===== config.mk =====
export PLATFORM = sky130hd
export DESIGN_NAME = ntt_engine
export DESIGN_NICKNAME = d
export VERILOG_FILES = /design/src/rtl/ntt_engine.sv
export SDC_FILE = /design/constraint.sdc
export NUM_CORES = 2
export LEC_CHECK = 0
export ABC_AREA = 1
export BUFFER_PORTS_ARGS = -buffer_cell sky130_fd_sc_hd__buf_2
export CORE_ASPECT_RATIO = 1.4
export CORE_MARGIN = 2
export CORE_UTILIZATION = 28
export CTS_BUF_LIST = sky130_fd_sc_hd__clkbuf_8
export DETAILED_ROUTE_END_ITERATION = 10
export PLACE_DENSITY_LB_ADDON = 0.2
export SYNTH_ARGS = -nofsm -noshare
export SYNTH_HDL_FRONTEND = slang
export SYNTH_SLANG_ARGS = --single-unit

===== constraint.sdc =====
create_clock -name clk -period 27.5 [get_ports clk]
set_clock_uncertainty 0.15 [all_clocks]
set_input_delay 2.75 -clock clk [delete_from_list [all_inputs] [get_ports clk]]
set_output_delay 2.75 -clock clk [all_outputs]
set_load 0.01 [all_outputs]

===== src/rtl/ntt_engine.sv =====
`timescale 1ns/1ps
module ntt_engine #(
  parameter int N   = 16,
  parameter int Q   = 7681,
  parameter int W   = 13,
  parameter int PSI = 1366
)(
  input  logic                 clk,
  input  logic                 rst_n,
  input  logic                 ld_en,
  input  logic                 ld_mul,
  input  logic [$clog2(N)-1:0] ld_idx,
  input  logic [W-1:0]         ld_data,
  input  logic                 start,
  output logic                 busy,
  output logic                 done,
  input  logic [$clog2(N)-1:0] rd_idx,
  output logic [W-1:0]         rd_data
);
  localparam int LOGN  = $clog2(N);
  localparam int HALF  = N / 2;
  localparam int STEPS = LOGN * HALF;
  localparam int BK    = 2 * W;
  localparam longint BM = (longint'(1) << BK) / Q;
  localparam int MW    = 3 * W + 1;
  localparam int CW    = $clog2(STEPS + 1);
  localparam logic [W-1:0]  QW    = W'(Q);
  localparam logic [W:0]    Q1    = (W+1)'(Q);
  localparam logic [W+1:0]  Q2    = (W+2)'(Q);
  localparam logic [CW-1:0] LASTC = CW'(STEPS - 1);

  function automatic int unsigned rev(input int unsigned v);
    int unsigned r;
    r = 0;
    for (int i = 0; i < LOGN; i++) r = (r << 1) | ((v >> i) & 1);
    return r;
  endfunction

  function automatic int unsigned pow_psi(input int unsigned e);
    longint unsigned acc;
    acc = 1;
    for (int i = 0; i < int'(e); i++) acc = (acc * longint'(PSI)) % longint'(Q);
    return int'(acc);
  endfunction

  logic [W-1:0] mem [N];
  logic [W-1:0] tw  [N];

  for (genvar k = 0; k < N; k++) begin : g_tw
    assign tw[k] = W'(pow_psi(rev(k)));
  end

  logic [LOGN-1:0] stg;
  logic [LOGN-2:0] bfi;
  logic [LOGN-1:0] len, grp, lo, hi, zi;

  assign len = LOGN'(HALF) >> stg;
  assign grp = LOGN'(bfi) >> (LOGN'(LOGN - 1) - stg);
  assign lo  = (grp << (LOGN'(LOGN) - stg)) | (LOGN'(bfi) & (len - 1'b1));
  assign hi  = lo | len;
  assign zi  = (LOGN'(1) << stg) | grp;

  logic [W-1:0]   ma, mb, prod_r;
  logic [2*W-1:0] prod;
  logic [MW-1:0]  qest;
  logic [W:0]     quo;
  logic [W+1:0]   r0, r1;

  assign ma     = busy ? tw[zi]  : ld_data;
  assign mb     = busy ? mem[hi] : mem[ld_idx];
  assign prod   = (2*W)'(ma) * (2*W)'(mb);
  assign qest   = MW'(prod) * MW'(BM);
  assign quo    = (W+1)'(qest >> BK);
  assign r0     = (W+2)'(prod - (2*W)'(quo) * (2*W)'(Q));
  assign r1     = (r0 >= Q2) ? r0 - Q2 : r0;
  assign prod_r = W'((r1 >= Q2) ? r1 - Q2 : r1);

  logic [W-1:0] a0, sum_r, dif_r;
  logic [W:0]   sum_w;

  assign a0      = mem[lo];
  assign sum_w   = {1'b0, a0} + {1'b0, prod_r};
  assign sum_r   = W'((sum_w >= Q1) ? sum_w - Q1 : sum_w);
  assign dif_r   = (a0 >= prod_r) ? a0 - prod_r : a0 - prod_r + QW;
  assign rd_data = mem[rd_idx];

  always_ff @(posedge clk or negedge rst_n) begin
    if (!rst_n) begin
      for (int k = 0; k < N; k++) mem[k] <= '0;
      busy <= 1'b0;
      done <= 1'b0;
      stg  <= '0;
      bfi  <= '0;
    end else begin
      done <= 1'b0;
      if (busy) begin
        mem[lo] <= sum_r;
        mem[hi] <= dif_r;
        bfi     <= bfi + 1'b1;
        if (bfi == (LOGN-1)'(HALF - 1)) begin
          stg <= stg + 1'b1;
          if (stg == LOGN'(LOGN - 1)) begin
            busy <= 1'b0;
            done <= 1'b1;
            stg  <= '0;
          end
        end
      end else begin
        if (start) busy <= 1'b1;
        if (ld_en) mem[ld_idx] <= ld_mul ? prod_r : ld_data;
      end
    end
  end

  logic [CW-1:0] run_cnt;
  always_ff @(posedge clk or negedge rst_n) begin
    if (!rst_n) run_cnt <= '0;
    else        run_cnt <= busy ? run_cnt + 1'b1 : '0;
  end

  assert_start_accept_R5: assert property (@(posedge clk) disable iff (!rst_n)
    (!busy && start) |=> (busy && run_cnt == '0));
  assert_busy_hold_R6: assert property (@(posedge clk) disable iff (!rst_n)
    (busy && run_cnt != LASTC) |=> busy);
  assert_busy_end_R5: assert property (@(posedge clk) disable iff (!rst_n)
    (busy && run_cnt == LASTC) |=> (!busy && done));
  assert_done_single_R5: assert property (@(posedge clk) disable iff (!rst_n)
    done |=> !done);
  assert_restart_R9: assert property (@(posedge clk) disable iff (!rst_n)
    (done && start) |=> busy);

  for (genvar k = 0; k < N; k++) begin : g_chk
    assert_coeff_reduced_R8: assert property (@(posedge clk) disable iff (!rst_n)
      mem[k] < QW);
  end
endmodule


==> metrics <==
flop-to-flop setup slack=2.47 ns; # port buffers=40; CP peak stage delay=0.89 ns; Post-synth top flop=dfrtp_1; #FFs+latches synth=217; post-route minimum period=25.03 ns; Cells after Synth=4,428; WS Path Type=reg2reg; syn avg cell area=7.038 µm²; reg2reg path depth=103; cell taking the most area after synthesis=dfrtp_1; CTS HTree Levels=2; GRT Util Overall=0.2942; CTS tree=yes; Ports=41; gr ovfl total=0; Syn-to-layout area delta=9.097%; Yosys warning total=0; unrepaired setup endpoints after global routing=no; Routed wire per std cell=29.29 µm; Die Wd=286.0 µm; WL final=171,200 µm; Yosys top cell area share=0.1742; Max Freq=0.03995 GHz; Starting Density=0.2826; Worst Hold End=mem[132]; Slew @ Worst Pin=1.450 ns; Vias=35,050; Max Buffers Root-to-Sink=3; RR Endpoint=mem[90]; critical path buffer and inverter count=16; GP Congestion=1.016; CP max stage cell=xor2_2; commonest cells in the synthesized netlist=nand2_1, inv_1, a21oi_1; setup violators final=0; post-synthesis net count=4,836; FFs w/ async S/R, synth=1.000; storage element area=5434 µm²; Post-CTS Hold Buffers=0; Synth area leaders=dfrtp_1, fa_1, ha_1, a21oi_1, nand2_1; status=finished clean; hold-critical path depth=2; first-pass GRT wire length=245,400 µm; Tcrit/Tclk final=0.9103; 1st-iter DRT viols=4,649; Req. time, crit path=27.90 ns; Max Cap Viol=0; Final Net Count=4,760; CP delay by family, top=adder cells; Arrival @ worst endpoint=25.43 ns; Routed Antenna Nets=0; Die ar.=114,000 µm²; Die Height=398.7 µm; worst flop-to-flop path startpoint=stg[0]; CP Launch Type=flop; clk_lat worst skew=0.69 ns; proportion of synthesized chip area in sequential cells=0.1742; largest net degree at the start of global routing=100; Residual DRC=0; CP dominant cell by count=nand2_1; root buffer cell=clkbuf_8; Final Max Tran Viols=0; TritonCTS Buffers=43; number of synthesized flops with an enable pin=0; most instantiated library cell after synthesis=nand2_1; CTS resizes=0; Via density=5.995; worst min path class=reg2reg; multi-input logic area=22,440 µm²; DP HPWL=118,200 µm; crit path max fanout=34; number of clock sinks=217; relative slew slack=0.02972; DR pass1 iterations=9; Yosys cell types=65; layout cells sized above 1=0.09473; postcts setup bufs=0; Core ar.=110,300 µm²; hold path start=mem[132]; Reg clk slew, reported paths=0.07 ns; total negative setup slack=0 ns; initial antenna violation count=6; # rows=144; # fillers=12,240; final hold vios=0; Post-Synthesis Cell Area=31,160 µm²; vias in the first global route=34,290; Setup crit end kind=flop
-- layout make-up --
cell class,count,area share
multi-input combinational,3338,0.6600
sequential,217,0.1598
inverter,577,0.06377
tap,1460,0.05373
timing repair buffer,175,0.03691
clock buffer,58,0.02348
clock inverter,16,0.001950
antenna,5,0.0003680
-- metrics by stage --
| step | instances | setup slack (ns) | utilization | hold slack [ns] | cell area (µm²) |
|---|---|---|---|---|---|
| 2_1_floorplan | 4428 | 6.678 | - | 0.3388 | 31160 |
| 3_3_place_gp | 5767 | 2.874 | 0.3004 | 0.3590 | 33120 |
| 3_5_place_dp | 5767 | 2.704 | 0.3004 | 0.3659 | 33120 |
| 4_1_cts | 5841 | 2.779 | 0.3082 | 0.3787 | 33990 |
| 5_1_grt | 5842 | 0.7638 | 0.3083 | 0.4122 | 33990 |
| 6_report | 5846 | 2.467 | 0.3083 | 0.3785 | 34000 |
-- per-layer routing --
metal	part of all wire	track usage
met1	0.36	0.3423
met2	0.45	0.4772
met3	0.11	0.07903
met4	0.080	0.1882
met5	0.00037	0
-- worst max path at each step --
stage | from | to | slack, ns | cells past startpoint
floorplan | ld_idx[0] | mem[206] | 6.68 | 100
global placement | ld_idx[0] | mem[90] | 2.87 | 97
detailed placement | ld_idx[0] | mem[90] | 2.70 | 97
CTS | stg[0] | mem[90] | 2.78 | 103
global route | stg[0] | mem[90] | 0.76 | 103
finish | stg[0] | mem[90] | 2.47 | 103
-- layout by cell type, fill, tap and decap left out, types with 15 or more instances in the layout --
cell type  synthesis  final
nand2_1          586    582
inv_1            557    569
a21oi_1          545    545
nor2_1           469    456
ha_1             232    232
dfrtp_1          217    216
nand3_1          214    214
o22ai_1          203    203
fa_1             150    150
o221ai_1         149    149
a22oi_1          145    145
buf_4              3    133
o21ai_0          123    122
xor2_1            82     80
clkbuf_8           0     58
o211ai_1          50     50
nand4_1           46     46
mux2i_1           45     45
nand3_2           40     40
nand2_2           34     38
buf_2             27     38
xnor2_1           19     19
nor3_1            18     18
a221oi_1          15     15
-- cells by family (layout without fill, tap and decap cells) --
logic type | after synthesis | in the layout | synth area share
xor+xnor | 103 | 103 | 0.02963
flops | 217 | 217 | 0.1742
other cells | 0 | 5 | 0
buf+inv | 873 | 826 | 0.1109
compound gates | 1334 | 1334 | 0.2673
simple gates | 1474 | 1474 | 0.2140
mux | 45 | 45 | 0.01445
fa+ha+maj | 382 | 382 | 0.1895
-- sequential cells by signal (all words and copies together) (netlist names) --
signal,flops
busy,1
stg,4
bfi,3
mem,208
done,1
-- worst reg2reg max path, delay by kind of cell, from the launching register on --
| family | cells | cell delay, ns |
|---|---|---|
| buf+inv | 16 | 2.28 |
| compound gates | 19 | 4.28 |
| flops | 1 | 0.54 |
| simple gates | 43 | 7.44 |
| fa+ha+maj | 20 | 8.07 |
| xor+xnor | 5 | 2.14 |
Power is not shown: default switching activity piles up to over one toggle a cycle in this logic, so the estimate is an artifact.
